## src/rtl/mwd_pkg.sv

```systemverilog
package mwd_pkg;
  localparam int NUM_AXIS = 3;
  localparam int NUM_DIR  = 2 * NUM_AXIS;
  // axis index: 0 = z, 1 = y, 2 = x; direction bit 2a is +, 2a+1 is -
  localparam int AX_Z = 0;
  localparam int AX_Y = 1;
  localparam int AX_X = 2;
  typedef logic [NUM_DIR-1:0] dir_vec_t;
endpackage

```

## src/rtl/mwd_dir_compare.sv

```systemverilog
module mwd_dir_compare #(
  parameter int SAMPLE_W    = 16,
  parameter int THR_W       = 8,
  parameter int SCALE_SHIFT = 10
) (
  input  logic signed [SAMPLE_W-1:0] sample_i,
  input  logic        [THR_W-1:0]    thresh_i,
  output logic                       pos_o,
  output logic                       neg_o
);
  localparam int CMP_W = SAMPLE_W + 1;

  logic signed [SAMPLE_W-1:0] shifted;
  logic signed [CMP_W-1:0]    scaled;
  logic signed [CMP_W-1:0]    lim_pos;
  logic signed [CMP_W-1:0]    lim_neg;

  always_comb begin
    shifted = sample_i >>> SCALE_SHIFT;
    scaled  = {shifted[SAMPLE_W-1], shifted};
    lim_pos = $signed({{(CMP_W-THR_W){1'b0}}, thresh_i});
    lim_neg = -lim_pos;
    pos_o   = (scaled >= lim_pos);
    neg_o   = (scaled <= lim_neg);
  end
endmodule

```

## src/rtl/mwd_persist.sv

```systemverilog
module mwd_persist #(
  parameter int CNT_W = 8
) (
  input  logic             clk_i,
  input  logic             rst_ni,
  input  logic             active_i,
  input  logic             strobe_i,
  input  logic             hit_i,
  input  logic [CNT_W-1:0] count_i,
  output logic             fire_o
);
  logic [CNT_W-1:0] cnt_q;
  logic             armed_q;
  logic [CNT_W:0]   cnt_inc;
  logic [CNT_W:0]   goal;

  always_comb begin
    cnt_inc = {1'b0, cnt_q} + 1'b1;
    goal    = (count_i == '0) ? (CNT_W+1)'(1) : {1'b0, count_i};
    fire_o  = active_i && strobe_i && hit_i && armed_q && (cnt_inc >= goal);
  end

  always_ff @(posedge clk_i or negedge rst_ni) begin
    if (!rst_ni) begin
      cnt_q   <= '0;
      armed_q <= 1'b1;
    end else if (!active_i) begin
      cnt_q   <= '0;
      armed_q <= 1'b1;
    end else if (strobe_i) begin
      if (!hit_i) begin
        cnt_q   <= '0;
        armed_q <= 1'b1;
      end else if (fire_o) begin
        cnt_q   <= '0;
        armed_q <= 1'b0;
      end else if (armed_q) begin
        cnt_q   <= cnt_inc[CNT_W-1:0];
      end
    end
  end
endmodule

```

## src/rtl/mwd_event.sv

```systemverilog
module mwd_event
  import mwd_pkg::*;
(
  input  logic     clk_i,
  input  logic     rst_ni,
  input  logic     fire_i,
  input  dir_vec_t cause_i,
  input  logic     release_i,
  output logic     pulse_o,
  output logic     pending_o,
  output dir_vec_t status_o
);
  always_ff @(posedge clk_i or negedge rst_ni) begin
    if (!rst_ni) begin
      pulse_o   <= 1'b0;
      pending_o <= 1'b0;
      status_o  <= '0;
    end else begin
      pulse_o <= fire_i;
      if (fire_i) begin
        pending_o <= 1'b1;
        status_o  <= cause_i;
      end else if (release_i) begin
        pending_o <= 1'b0;
      end
    end
  end
endmodule

```

## src/rtl/motion_wake_detector.sv

```systemverilog
module motion_wake_detector
  import mwd_pkg::*;
#(
  parameter int SAMPLE_W    = 16,
  parameter int THR_W       = 8,
  parameter int CNT_W       = 8,
  parameter int SCALE_SHIFT = 10
) (
  input  logic                       clk_i,
  input  logic                       rst_ni,
  input  logic                       enable_i,
  input  logic                       run_i,
  input  logic                       sample_valid_i,
  input  logic signed [SAMPLE_W-1:0] x_i,
  input  logic signed [SAMPLE_W-1:0] y_i,
  input  logic signed [SAMPLE_W-1:0] z_i,
  input  logic [NUM_DIR-1:0]         dir_mask_i,
  input  logic [THR_W-1:0]           thresh_i,
  input  logic [CNT_W-1:0]           count_i,
  input  logic                       release_i,
  output logic                       wake_pulse_o,
  output logic                       wake_pending_o,
  output logic [NUM_DIR-1:0]         dir_status_o
);
  logic signed [SAMPLE_W-1:0] axis_s [NUM_AXIS];
  dir_vec_t exceed;
  dir_vec_t cause;
  logic     hit;
  logic     active;
  logic     fire;

  assign axis_s[AX_Z] = z_i;
  assign axis_s[AX_Y] = y_i;
  assign axis_s[AX_X] = x_i;

  for (genvar a = 0; a < NUM_AXIS; a++) begin : g_axis
    mwd_dir_compare #(
      .SAMPLE_W   (SAMPLE_W),
      .THR_W      (THR_W),
      .SCALE_SHIFT(SCALE_SHIFT)
    ) i_cmp (
      .sample_i(axis_s[a]),
      .thresh_i(thresh_i),
      .pos_o   (exceed[2*a]),
      .neg_o   (exceed[2*a+1])
    );
  end

  assign cause  = exceed & dir_mask_i;
  assign hit    = |cause;
  assign active = enable_i & run_i;

  mwd_persist #(.CNT_W(CNT_W)) i_persist (
    .clk_i   (clk_i),
    .rst_ni  (rst_ni),
    .active_i(active),
    .strobe_i(sample_valid_i),
    .hit_i   (hit),
    .count_i (count_i),
    .fire_o  (fire)
  );

  mwd_event i_event (
    .clk_i    (clk_i),
    .rst_ni   (rst_ni),
    .fire_i   (fire),
    .cause_i  (cause),
    .release_i(release_i),
    .pulse_o  (wake_pulse_o),
    .pending_o(wake_pending_o),
    .status_o (dir_status_o)
  );
endmodule

```

## config.mk

```make
export PLATFORM = sky130hd
export DESIGN_NAME = motion_wake_detector
export DESIGN_NICKNAME = d
export VERILOG_FILES = /design/src/rtl/mwd_pkg.sv /design/src/rtl/mwd_dir_compare.sv /design/src/rtl/mwd_persist.sv /design/src/rtl/mwd_event.sv /design/src/rtl/motion_wake_detector.sv
export SDC_FILE = /design/constraint.sdc
export NUM_CORES = 1
export LEC_CHECK = 0
export BUFFER_PORTS_ARGS = -buffer_cell sky130_fd_sc_hd__buf_2
export CORE_MARGIN = 10
export CORE_UTILIZATION = 39
export CTS_BUF_LIST = sky130_fd_sc_hd__clkbuf_8
export DETAILED_ROUTE_END_ITERATION = 10
export PLACE_DENSITY = 0.67
export SYNTH_ARGS = -nofsm -noshare
export SYNTH_HDL_FRONTEND = slang
export SYNTH_SLANG_ARGS = --single-unit
```

## constraint.sdc

```tcl
create_clock -name clk_i -period 3.03 [get_ports clk_i]
set_input_delay 0.4545 -clock clk_i [delete_from_list [all_inputs] [get_ports clk_i]]
set_output_delay 0.4545 -clock clk_i [all_outputs]
set_load 0.01 [all_outputs]
```

Word-level counts from Yosys, hierarchy flattened:

Cells that the tools add are included.

* reductions and logical operators: 9
* $add $sub $neg: 2
* multiplexer cells: 12
* equality and inequality tests: 3
* magnitude comparators: 7
* bitwise logic cells: 2

Operators with widths (count)
* $le A6 B17 Y1: 3
* $mux W8: 6
* $ge A6 B9 Y1: 3
* $neg A8 Y17: 1
* $add A8 B1 Y9 const B: 1
* $ge A9 B9 Y1: 1
* $logic_not A8 Y1: 1
* $and A6 B6 Y6: 1
* $mux W1: 6
* $reduce_or A6 Y1: 1
* $logic_and A1 B1 Y1: 4
* $ne A4 B3 Y1 const B: 1
* $reduce_and A2 Y1: 2
* $ne A3 B2 Y1 const B: 1
* $ne A2 B2 Y1 const B: 1
* $reduce_bool A2 Y1: 1
* $and A1 B1 Y1: 1

* register bits: 17
* input bits: 76
* logic and storage cells: 40

Logic depth before layout (Yosys ltp):

Gate-level depths: netlist of run 1.

* depth after elaboration: 11
* depth in mapped cells: 16
* gate-level depth less buffers: 14

By module:

From an unflattened synthesis of run 1, not the netlist that was laid out.

* cells, all modules: 386
* area total of the unflattened synthesis: 3269.4 um^2

Modules (own cells, without submodules)
* mwd_dir_compare: cells each 95, instances 3, area each 720.7 um^2
* mwd_persist: cells each 74, instances 1, area each 719.4 um^2
* mwd_event: cells each 17, instances 1, area each 314.1 um^2
* motion_wake_detector: cells each 10, instances 1, area each 73.8 um^2

Worst setup path after synthesis of run 1:

OpenSTA, ideal clock, no wires.

* path kind: input port to flip-flop
* start: in thresh_i[3]
* end: reg i_event.status_o[1]
* setup slack: -487 ps
* library setup time: 125 ps
* required time: 2905 ps
* path buffers: 1
* stages: 13
* arrival: 3392 ps
* path through: nor3_4 > and2_1 > and3_1 > ha_1 > or3_1 > o21a_1 > o41a_1 > nand3_2 > nand4b_2 > nor3_2 > or3_1 > buf_6 > mux2_4

* longest elaborated chain between the ends: 7
* elaborated cells on any way between the ends: 12
* classes of those cells: add/sub: 1; order compare: 6; bitwise: 1; reduce/logical: 4

RTL lines
* start: declaration: RTL line motion_wake_detector.sv:18 `input logic [THR_W-1:0] thresh_i,`
* $neg A8 Y17: RTL line mwd_dir_compare.sv:22 `lim_neg = -lim_pos;`
* $le A6 B17 Y1: RTL line mwd_dir_compare.sv:24 `neg_o = (scaled <= lim_neg);`
* $and A6 B6 Y6 *: RTL line motion_wake_detector.sv:49 `assign cause = exceed & dir_mask_i;`
* $reduce_or A6 Y1: RTL line motion_wake_detector.sv:50 `assign hit = |cause;`
* $logic_and A1 B1 Y1 (3 in a row): RTL line mwd_persist.sv:20 `fire_o = active_i && strobe_i && hit_i && armed_q && (cnt_inc >= goal);`
* end signal: assignment: RTL line mwd_event.sv:22 `status_o <= cause_i;`
* end: declaration: RTL line mwd_event.sv:11 `output dir_vec_t status_o`

Mark *: on every way between the ends. The rest lies on a longest branch, timed or not.
A chain may end at the register's enable or synchronous reset.

Worst setup path after layout of run 1:

* start: in thresh_i[4]
* end: reg i_persist.cnt_q[0]

* longest elaborated chain between the ends: 11
* elaborated cells on any way between the ends: 18
* classes of those cells: add/sub: 1; order compare: 6; eq/ne: 1; mux: 4; bitwise: 1; reduce/logical: 5

RTL lines
* $neg A8 Y17: RTL line mwd_dir_compare.sv:22
* $le A6 B17 Y1: RTL line mwd_dir_compare.sv:24
* $and A6 B6 Y6 *: RTL line motion_wake_detector.sv:49
* $reduce_or A6 Y1 *: RTL line motion_wake_detector.sv:50
* $logic_and A1 B1 Y1 (3 in a row): RTL line mwd_persist.sv:20
* $mux W8: RTL line mwd_persist.sv:34 `end else if (fire_o) begin`
* $mux W8: RTL line mwd_persist.sv:31 `if (!hit_i) begin`
* $mux W8: RTL line mwd_persist.sv:30 `end else if (strobe_i) begin`
* $mux W8: RTL line mwd_persist.sv:27 `end else if (!active_i) begin`
* end signal: assignment: RTL line mwd_persist.sv:38 `cnt_q <= cnt_inc[CNT_W-1:0];`
* end: declaration: RTL line mwd_persist.sv:12 `logic [CNT_W-1:0] cnt_q;`

Mark *: on every way between the ends. The rest lies on a longest branch, timed or not. The select of a mux whose other input is x is not followed.

==> results of run 1 <==
-- per-layer routing --
layer,up-vias,global-route usage [%]
met2,50,25.2
met5,-,0
met4,0,2.13
li1,1528,-
met1,1405,17.2
met3,9,2.05
-- sequential cells by signal (all words and copies together) (netlist names) --
| name | count |
|---|---|
| i_event.status_o | 6 |
| i_persist.armed_q | 1 |
| i_event.pulse_o | 1 |
| i_persist.cnt_q | 8 |
| i_event.pending_o | 1 |
-- how the worst max path moves through the flow --
stage	from	endpoint	slack [ns]	depth (start not counted)
after CTS	thresh_i[4]	i_persist.cnt_q[0]	-0.07	14
after floorplan	thresh_i[4]	i_event.status_o[1]	-0.22	13
after detailed placement	thresh_i[0]	i_event.status_o[0]	-0.43	15
after global placement	thresh_i[0]	i_persist.cnt_q[0]	-0.37	15
final	thresh_i[4]	i_persist.cnt_q[0]	-0.08	14
after global routing	thresh_i[1]	i_persist.cnt_q[0]	-0.14	17
-- power groups by stage --
stage | sequential (µW) | combinational, µW | clock (µW)
floorplan | 237 | 180 | 0
global placement | 236 | 323 | 0
detailed placement | 236 | 334 | 0
CTS | 232 | 363 | 169
global route | 232 | 445 | 176
finish | 232 | 397 | 169
-- cells by family (layout without fill, tap and decap cells) --
group	after synthesis	after routing	share of synthesized area, %
flip-flops	17	17	14.8
XOR/XNOR	10	10	3.04
adder cells (fa/ha/maj)	71	71	30.8
AND/OR/NAND/NOR	116	116	21.9
buffers and inverters	39	153	5.39
AO/OA/AOI/OAI	87	87	21.4
multiplexers	6	6	2.61
-- what timing repair did --
item                       in CTS  in global routing
setup endpoints to repair      16                 16
resized for setup              40                 40
pin swaps                      17                 18
setup buffers                   5                  3
hold buffers                    0                  0
-- cells in the final DEF, fill, tap and decap left out, drive strengths merged, types with 5 or more instances in the layout --
| cell | instances |
|---|---|
| nand3 | 16 |
| a21o | 10 |
| nor2b | 5 |
| nand2 | 32 |
| a21oi | 16 |
| and3 | 11 |
| inv | 37 |
| xor2 | 6 |
| nand4 | 7 |
| ha | 71 |
| nor3 | 12 |
| buf | 113 |
| o22ai | 7 |
| dfrtp | 16 |
| nor2 | 12 |
| o21ai | 20 |
-- cells in the mapped netlist, drive strengths merged (3+ instances only) --
master   n
o22ai    7
nand4    7
o211ai   4
o21ai   20
mux2i    3
dfrtp   16
a211oi   3
a31oi    3
and3    11
nor3    12
buf      3
nor2    12
o221ai   3
xor2     6
nand2   32
nor2b    5
mux2     3
a21o    10
ha      71
or3      3
inv     36
a21oi   16
nand3   16
xnor2    4
and2     3
-- area by class of cell --
class	instances	area share (%)
timing repair buffer	113	18.0
sequential	17	10.2
clock buffer	3	0.983
clock inverter	1	0.0894
tap	99	2.95
multi-input combinational	290	64.6
inverter	36	3.22
-- stage by stage --
| stage | power (µW) | setup slack (ns) |
|---|---|---|
| 3_3_place_gp | 558 | -0.372 |
| 3_5_place_dp | 570 | -0.426 |
| 2_1_floorplan | 417 | -0.217 |
| 6_report | 798 | -0.0763 |
| 4_1_cts | 764 | -0.0657 |
| 5_1_grt | 852 | -0.145 |
==> impl_results.md, run 1 <==
- Cells after DPL: about 550
- Skew final: 0.00671 ns
- Slowest cell on the critical path: or3b_2
- GPL Wtd Cong: roughly 0.8
- Iter 0 DRT Violations: 88
- Yosys reg bits: 17
- Post-Syn Instances: about 350
- Final worst path period need: 3.11 ns
- Most Frequent Cell on Critical Path: nor3_4
- Antenna cells: 0
- CP startpoint kind: input port
- RR Endpoint: i_event.status_o[1]
- Slew HR: 65.1%
- CP Cell Sequence: buf_8, nor3_4, and2_4, and3_4, ha_4, or3_4, o21a_4, o22ai_2, nand3_1, o211ai_1, nor3_4, buf_6, or3b_2, a31oi_1
- Met2 Wirelength: ~4.1 mm
- DRT Wirelength: 8.26 mm
- Tcrit/Tclk final: 103%
- CP Capture Type: flop
- Sequential group share of total power: 29.0%
- R2r setup slk: 0.19 ns
- Wire length on met1: 3.78 mm
- I/O pin total: 84
- Post-Syn Area: around 2900 µm²
- Status: complete, but fails checks
- Top area cells in the synthesized netlist: ha_1 31%, dfrtp_1 14%, inv_1 4.7%
- Setup CP Type: in -> reg
- Met3 Routed Length: a little over 300 µm
- Die X: 106 µm
- Synthesized area per cell: 8.32 µm²
- Max-Cap Viols: 0
- Max Clock Freq: between 300 and 400 MHz
- Clock Tree Buf Depth: 2
- Grt total ovfl: 0
- Synth area leader: ha_1
- Initial antenna violation count: 0
- Sequential share of the synthesized area: 14.8%
- Clock latency at the later pin of the worst-skew pair: 0.26 ns
- First drt pass iteration count: 4
- Drt drc: 0
- Routed vias/inst: roughly 5.4
- Core Area: ~7200 µm²
- Combinational power share: 49.8%
- Number of buffers added on ports: 53
- Die area: 11200 µm²
- GRT Total Usage: 13.9%
- Synthesis Warnings: 0
- Final setup viols: 9
- Post-route insts no fill: 559
- TritonCTS buffer count: 3
- CTS tree: done
- Std-Cell Rows: 31
- WP buf/inv: 2
- Largest net degree at the start of global routing: 18
- Max Used Layer: met4
- Share of cells above drive strength 1: around two fifths
- Net switching power: 287 µW
- # fillers: 635
- Initial Utilization: 39.9%
- Total number of vias: 2992
- Fin nets: 608
- Crit Reg-Reg Startpoint: i_persist.cnt_q[1]
- Share of synthesized registers carrying an async set or reset: 100%
- H-tree levels: 1
- First-pass GRT wire length: between 10 and 15 mm
- Synth cell types: 62
- CTS Sinks: 17
- Synth top area share: 30.8%
- VDD IR max: 0.000120 V
- Worst-Margin Slew: 0.522 ns
- Worst r2r path cells: 11
- Sw Ratio: 35.9%
- Synthesized Nets: 493
- Crit-path leading delay family: simple AND/OR/NAND/NOR gates
- Crit path largest cell delay: 0.43 ns
- Final Max Tran Viols: 0
- Power per cell area: 190 nW/µm²
- Top_reg_cell synth: dfrtp_1
- Multi-input logic area: between 2000 and 3000 µm²
- Number of global-route vias before repair: 3096
- Hold Violations, Final: 0
- Final Cell Area: 4200 µm²
- Clock-pin slew on the worst setup and hold paths: ~0.07 ns
- Reg area: 427 µm²
- Req. time, crit path: about 3.2 ns
- Die height: 106 µm
- Dpl hpwl: 6.73 mm
- Worst min path class: in -> async
- Setup TNS: -0.293 ns
- Area growth from synthesis to layout: 45.8%
- Root Driver: clkbuf_8
- Setup slack after layout: -0.0763 ns
- Clk network pwr share: 21.2%
- Internal power: slightly above 500 µW
- Worst Path Max Fanout: 4
- Core Util, Final: 58.2%
- Critical Path AT: around 3.3 ns
- Post-route ant nets: 0
- WL/cell: 14.8 µm
- WHS: 0.103 ns
- Failing checks: setup timing
- RSZ-0062 raised after global routing: yes
- Pleak: 0.00217 µW
- Post-DP Area: 3690 µm²
- EDFF count, synth: 0
No activity file was read; power rests on OpenSTA's default activity.
==> run 2, diff against run 1 <==
--- a/config.mk
+++ b/config.mk
@@ -10,7 +10,8 @@
 export CORE_UTILIZATION = 39
 export CTS_BUF_LIST = sky130_fd_sc_hd__clkbuf_8
 export DETAILED_ROUTE_END_ITERATION = 10
-export PLACE_DENSITY = 0.67
+export PLACE_DENSITY = 0.66
 export SYNTH_ARGS = -nofsm -noshare
 export SYNTH_HDL_FRONTEND = slang
+export SYNTH_HIERARCHICAL = 1
 export SYNTH_SLANG_ARGS = --single-unit
==> constraint.sdc (replaced) <==
create_clock -name clk_i -period 3.4 [get_ports clk_i]
set_input_delay 0.51 -clock clk_i [delete_from_list [all_inputs] [get_ports clk_i]]
set_output_delay 0.51 -clock clk_i [all_outputs]
set_load 0.01 [all_outputs]
==> impl_results.md, run 2 <==
- Setup CP Type: in -> reg
- Largest net degree at the start of global routing: 18 (unchanged)
- Max Clock Freq: 287 MHz
- Slew HR: 74.9% (+9.8 points)
- Setup slack after layout: -0.0856 ns (-0.00933 ns)
- Reg area: 427 µm² (unchanged)
- Iter 0 DRT Violations: 136 (+55%)
- Synthesized area per cell: 8.47 µm² (+1.7%)
- WHS: 0.165 ns (+0.0621 ns)
- CP Capture Type: flop
- Power per cell area: 158 nW/µm² (-17%)
- Synth top area share: 32.1% (+1.3 points)
- Design Power: 800 µW (+0.23%)
- RR Endpoint: i_event/status_o[2]
- EDFF count, synth: 0 (unchanged)
- Number of flip-flops in the largest register: 8 (unchanged)
- Share of synthesized registers carrying an async set or reset: 100% (unchanged)
- Crit Reg-Reg Startpoint: i_persist/cnt_q[0]
- Worst r2r path cells: 11 (unchanged)
- Clock latency at the later pin of the worst-skew pair: 0.25 ns (about the same)
- DRT Wirelength: 9.88 mm (+20%)
- Synth top cells by count: 84 x ha_1, 51 x inv_1, 24 x a21oi_1, 22 x nand3_1, 18 x nor2_1
- Final Max Tran Viols: 0 (unchanged)
- Root Driver: clkbuf_8
- Net switching power: 306 µW (+6.8%)
- Share of cells above drive strength 1: 46.6% (+6.4 points)
- Hold Violations, Final: 0 (unchanged)
- Final setup viols: 14 (+5)
- Post-route insts no fill: 618 (+11%)
- Status: complete, but fails checks
- Sequential group share of total power: 25.7% (-3.3 points)
- # fillers: 656 (+3.3%)
- Internal power: 494 µW (-3.5%)
- Core Util, Final: 61.8% (+3.6 points)
- Pleak: 0.00253 µW (+17%)
- Core Area: 8180 µm² (+13%)
- Antenna cells: 0 (unchanged)
- Max-Cap Viols: 0 (unchanged)
- Number of global-route vias before repair: 3549 (+15%)
- Die X: 112 µm (+5.3%)
- Post-route ant nets: 0 (unchanged)
- GPL Wtd Cong: 0.875 (+7.3%)
- R2r setup slk: 0.70 ns (+0.51 ns)
- RSZ-0062 raised after global routing: yes
- CP startpoint kind: input port
- Commonest non-fill, non-tap cell in the layout: ha_1
- Sequential share of the synthesized area: 13.1% (-1.8 points)
- Req. time, crit path: 3.53 ns (+0.33 ns)
- TritonCTS buffer count: 3 (unchanged)
- Top_reg_cell synth: dfrtp_1
- Worst-Margin Slew: 0.375 ns (-0.147 ns)
- CTS Sinks: 17 (unchanged)
- Initial Utilization: 40.0% (+0.067 points)
- Multi-input logic area: 3310 µm² (+22%)
- First drt pass iteration count: 4 (unchanged)
- Combinational power share: 55.4% (+5.6 points)
- Top area cells in the synthesized netlist: ha_1 32%, dfrtp_1 12%, inv_1 5.9%
- H-tree levels: 1 (unchanged)
- Number of buffers added on ports: 53 (unchanged)
- Cells after DPL: 603 (+9.8%)
- Synthesized Nets: 546 (+11%)
- Largest register by flop count: i_persist/cnt_q
- Std-Cell Rows: 33 (+6.5%)
- Synth area leader: ha_1
- Grt total ovfl: 0 (unchanged)
- Worst Path Max Fanout: 8 (+4)
- Total number of vias: 3343 (+12%)
- Sw Ratio: 38.3% (+2.4 points)
- CTS Hold Buffers Added: 0 (unchanged)
- Tcrit/Tclk final: 103%
- Synthesis Warnings: 6 (+6)
- Place WS: -0.664 ns (-0.239 ns)
- Drt drc: 0 (unchanged)
- Clock-pin slew on the worst setup and hold paths: 0.07 ns (about the same)
- Commonest non-fill, non-tap cells in the layout: 72 x ha_1, 66 x buf_4, 45 x buf_2
- GRT Total Usage: 14.8% (+0.88 points)
- Post-Syn Instances: 386 (+12%)
- Routed vias/inst: 5.41 (+1.1%)
- Area growth from synthesis to layout: 54.4%
- Failing checks: setup timing
- Skew final: 0.00848 ns (+0.00177 ns)
- CTS tree: done
- Die height: 112 µm (+5.3%)
- Post-Syn Area: 3270 µm² (+14%)
- Die area: 12400 µm² (+11%)
- Fin nets: 674 (+11%)
- Synth cell types: 43 (-31%)
- Dpl hpwl: 7.53 mm (+12%)
- WL/cell: 16.0 µm (+8.1%)
- Initial antenna violation count: 0 (unchanged)
- Yosys reg bits: 17 (unchanged)
- Final worst path period need: 3.49 ns
- VDD IR max: 0.000151 V (+26%)
- I/O pin total: 84 (unchanged)
- Clk network pwr share: 19.0% (-2.2 points)
- Clock Tree Buf Depth: 2 (unchanged)
- Top-count cell post-synth: ha_1
- First-pass GRT wire length: 16.3 mm (+20%)
- Critical Path AT: 3.62 ns (+0.34 ns)
- Worst min path class: in -> async
- Top Registers: i_persist/cnt_q (8), i_event/status_o (6)
run 2: cell types whose count changed after synthesis, moves of 8 or more:
cell      change
a22o_1        +8
ha_1         +13
xnor2_1      +11
and3_1        -9
nor4b_1       +9
nand2_1      -15
a211oi_1     +12
o21ai_0      -13
inv_1        +15
nor4_1       +12
a21oi_1       +8
run 2: worst max-delay path, stage by stage:
cell and delay [ns]:
buf_8 0.12, nor2_4 0.14, nand2_4 0.13, nor3_2 0.14
ha_2 0.30, inv_2 0.07, ha_4 0.21, a21oi_2 0.14
a211oi_1 0.11, a211oi_2 0.15, nand2_1 0.10, mux2i_2 0.16
a22o_1 0.21, or4_4 0.51, nand4_1 0.12, buf_4 0.13
nor2_4 0.07, mux2_4 0.31
run 2: worst max-delay path by stage:
stage | start | cells past startpoint | to | slack [ns]
6_report | thresh_i[4] | 18 | i_event/status_o[2] | -0.09
5_1_grt | thresh_i[3] | 18 | i_event/status_o[5] | -0.20
4_1_cts | thresh_i[4] | 19 | i_event/status_o[2] | 0.0008
3_5_place_dp | thresh_i[0] | 16 | i_event/status_o[2] | -0.66
3_3_place_gp | thresh_i[2] | 19 | i_persist/cnt_q[4] | -0.56
2_1_floorplan | thresh_i[5] | 17 | i_event/status_o[0] | 0.01
run 2: power by group through the flow:
stage	logic, µW	clock network, µW	registers, µW
2_1_floorplan	181	0	209
3_3_place_gp	327	0	209
3_5_place_dp	338	0	209
4_1_cts	404	153	205
5_1_grt	487	161	205
6_report	443	152	205
run 2: layer usage:
layer  track usage (%)  vias to the layer above  part of all wire [%]
met5                 0                        -                     0
met4              3.43                        0                   1.6
met3              1.88                       16                   3.0
met2              26.6                       57                    50
met1              18.1                     1564                    45
li1                  -                     1706                     -
run 2: kinds of logic after synthesis:
| family | Yosys count | synth area share (%) |
|---|---|---|
| flip-flops | 17 | 13.1 |
| AO/OA/AOI/OAI | 78 | 16.6 |
| XOR/XNOR | 20 | 5.36 |
| AND/OR/NAND/NOR | 123 | 22.6 |
| buffers and inverters | 55 | 6.54 |
| multiplexers | 9 | 3.67 |
| adder cells (fa/ha/maj) | 84 | 32.1 |
run 2: cell type report:
class	count	area share, %
repair buffers	127	18.4
well taps	105	2.60
clock buffers	3	0.818
clock inverters	1	0.0991
multi-input cells	314	65.5
inverters	51	4.09
flip-flops and latches	17	8.45
run 2: stage by stage:
step / instance area [µm²] / setup TNS (ns)
finish: 5050 / -0.849
global route: 5050 / -2.43
CTS: 4770 / 0
detailed placement: 4160 / -9.74
global placement: 4160 / -8.36
floorplan: 3310 / 0
run 2: timing repair:
item | 4_1_cts | 5_1_grt
setup endpoints to repair | 17 | 17
setup buffers | 5 | 7
resized for setup | 105 | 43
pin swaps | 53 | 40
==> run 3, diff against run 2 <==
--- a/config.mk
+++ b/config.mk
@@ -10,7 +10,7 @@
 export CORE_UTILIZATION = 39
 export CTS_BUF_LIST = sky130_fd_sc_hd__clkbuf_8
 export DETAILED_ROUTE_END_ITERATION = 10
-export PLACE_DENSITY = 0.66
+export PLACE_DENSITY = 0.68
 export SYNTH_ARGS = -nofsm -noshare
 export SYNTH_HDL_FRONTEND = slang
 export SYNTH_HIERARCHICAL = 1
==> constraint.sdc (replaced) <==
create_clock -name clk_i -period 2.95 [get_ports clk_i]
set_input_delay 0.4425 -clock clk_i [delete_from_list [all_inputs] [get_ports clk_i]]
set_output_delay 0.4425 -clock clk_i [all_outputs]
set_load 0.01 [all_outputs]
==> impl_results.md, run 3 (same netlist as run 2, synthesis figures left out) <==
- Hold Violations, Final: 0 (unchanged)
- Die area: 12400 µm² (unchanged)
- Slowest cell on the critical path: or4_4
- Worst min path class: in -> async
- Initial Utilization: 40.0% (unchanged)
- I/O pin total: 84 (unchanged)
- Number of flip-flops in the largest register: 8 (unchanged)
- Total number of vias: 3423 (+2.4%)
- Core Area: 8180 µm² (unchanged)
- Max-Cap Viols: 0 (unchanged)
- GPL Wtd Cong: 0.901 (+2.9%)
- Post-DP Area: 4550 µm² (+9.3%)
- Worst Path Max Fanout: 7 (-1)
- TritonCTS buffer count: 3 (unchanged)
- Post-route ant nets: 0 (unchanged)
- Crit-path leading delay family: simple AND/OR/NAND/NOR gates
- Reg area: 427 µm² (unchanged)
- Dpl hpwl: 7.82 mm (+3.8%)
- Final Cell Area: 4930 µm² (-2.4%)
- Std-Cell Rows: 33 (unchanged)
- Clock-pin slew on the worst setup and hold paths: 0.07 ns (about the same)
- Most Frequent Cell on Critical Path: buf_4
- Slew HR: 72.0% (-2.9 points)
- VDD IR max: 0.000163 V (+7.8%)
- Final setup viols: 17 (+3)
- Req. time, crit path: 3.08 ns (-0.45 ns)
- Tcrit/Tclk final: 119%
- Multi-input logic area: 3120 µm² (-5.6%)
- Share of cells above drive strength 1: 43.5% (-3.1 points)
- Critical Path AT: 3.63 ns (about the same)
- GRT Total Usage: 14.8% (+0.025 points)
- Max Clock Freq: 286 MHz
- CTS Sinks: 17 (unchanged)
- H-tree levels: 1 (unchanged)
- Final worst path period need: around 3.5 ns
- Routed vias/inst: 5.42 (+0.28%)
- Failing checks: setup timing
- Largest net degree at the start of global routing: 18 (unchanged)
- DRT Wirelength: 9.64 mm (-2.5%)
- Commonest non-fill, non-tap cell in the layout: buf_4
- CP startpoint kind: input port
- Crit path largest cell delay: 0.53 ns (+0.02 ns)
- Internal power: 569 µW (+15%)
- Antenna cells: 0 (unchanged)
- Skew final: 0.00404 ns (-0.00444 ns)
- # fillers: 692 (+5.5%)
- First-pass GRT wire length: 16.4 mm (+0.38%)
- Iter 0 DRT Violations: 101 (-26%)
- RSZ-0062 raised after global routing: yes
- WL/cell: 15.3 µm (-4.5%)
- Top Registers: i_persist/cnt_q (8), i_event/status_o (6)
- Sequential group share of total power: 26.2% (+0.5 points)
- Number of global-route vias before repair: 3594 (+1.3%)
- Sw Ratio: 37.0% (-1.3 points)
- Combinational power share: 55.1% (-0.3 points)
- Setup CP Type: in -> reg
- Root Driver: clkbuf_8
- Number of buffers added on ports: 53 (unchanged)
- Die X: 112 µm (unchanged)
- Commonest non-fill, non-tap cells in the layout: 85 x buf_4, 76 x ha_1, 47 x buf_2
- CP Capture Type: flop
- Power per cell area: 183 nW/µm² (+16%)
- Core Util, Final: 60.3% (-1.5 points)
- Clock Tree Buf Depth: 2 (unchanged)
- Net switching power: 334 µW (+9.1%)
- Clock latency at the later pin of the worst-skew pair: 0.25 ns (about the same)
- Initial antenna violation count: 0 (unchanged)
- Worst-Margin Slew: 0.418 ns (+0.0429 ns)
- Drt drc: 0 (unchanged)
- CP Cell Sequence: buf_4, nor2_4, nand2_4, buf_4, nor4b_4, ha_1, nand4_4, nor4_4, a211oi_2, nand2_1, mux2i_1, and2_4, or4_4, nand4_1, buf_4, or2_4, nor2_8, a22o_1
- Pleak: 0.00255 µW (+0.92%)
- Largest register by flop count: i_persist/cnt_q
- WP buf/inv: 3 (unchanged)
- Status: complete, but fails checks
- Die height: 112 µm (unchanged)
- CTS tree: done
- Clk network pwr share: 18.7% (-0.3 points)
- Fin nets: 687 (+1.9%)
- First drt pass iteration count: 4 (unchanged)
- Setup slack after layout: -0.552 ns (-0.466 ns)
- Area growth from synthesis to layout: 50.7%
- Grt total ovfl: 0 (unchanged)
- Final Max Tran Viols: 0 (unchanged)
## run 3: layer usage
layer  wire, µm  GRT usage [%]
met3        293           1.61
met2       4820           26.6
met5          0              0
met1       4400           18.5
met4        131           3.17
## run 3: layout make-up
cell class                      instances  area share, %
Clock buffer                            3          0.838
Clock inverter                          1         0.0762
Inverter                               51           4.09
Multi-Input combinational cell        314           63.4
Sequential cell                        17           8.66
Tap cell                              105           2.67
Timing Repair Buffer                  140           20.3
## run 3: power by group through the flow
stage          clock network (µW)  registers (µW)  logic, µW
3_5_place_dp                    0             240        446
3_3_place_gp                    0             241        430
4_1_cts                       169             236        490
6_report                      169             236        498
2_1_floorplan                   0             241        236
5_1_grt                       181             236        552
## run 3: timing repair
item | in CTS | in global routing
resized for setup | 47 | 6
hold buffers | 0 | 0
setup endpoints to repair | 17 | 17
pin swaps | 34 | 9
setup buffers | 7 | 1
## run 3: per-stage QoR
step	hold slack, ns	setup WS, ns	power [µW]	TNS [ns]	cells
floorplan	0.147	-0.261	477	-2.92	386
global placement	0.370	-0.919	670	-13.40	619
detailed placement	0.377	-1.09	686	-15.25	619
CTS	0.116	-0.443	896	-6.58	630
global route	0.131	-0.740	970	-11.29	631
finish	0.108	-0.552	903	-8.42	631
## run 3: worst paths after layout
path | endpoint | slack, ns | depth (start not counted) | start
max in group asynchronous | i_persist/armed_q | 2.53 | 1 | rst_ni
setup / recovery | i_persist/cnt_q[1] | -0.55 | 18 | thresh_i[2]
hold / removal | i_event/pulse_o | 0.11 | 1 | rst_ni
setup reg to reg | i_event/status_o[0] | 0.26 | 11 | i_persist/cnt_q[0]
min in group clk_i | i_event/pending_o | 0.47 | 3 | release_i
hold reg to reg | i_event/pending_o | 0.50 | 1 | i_event/pending_o
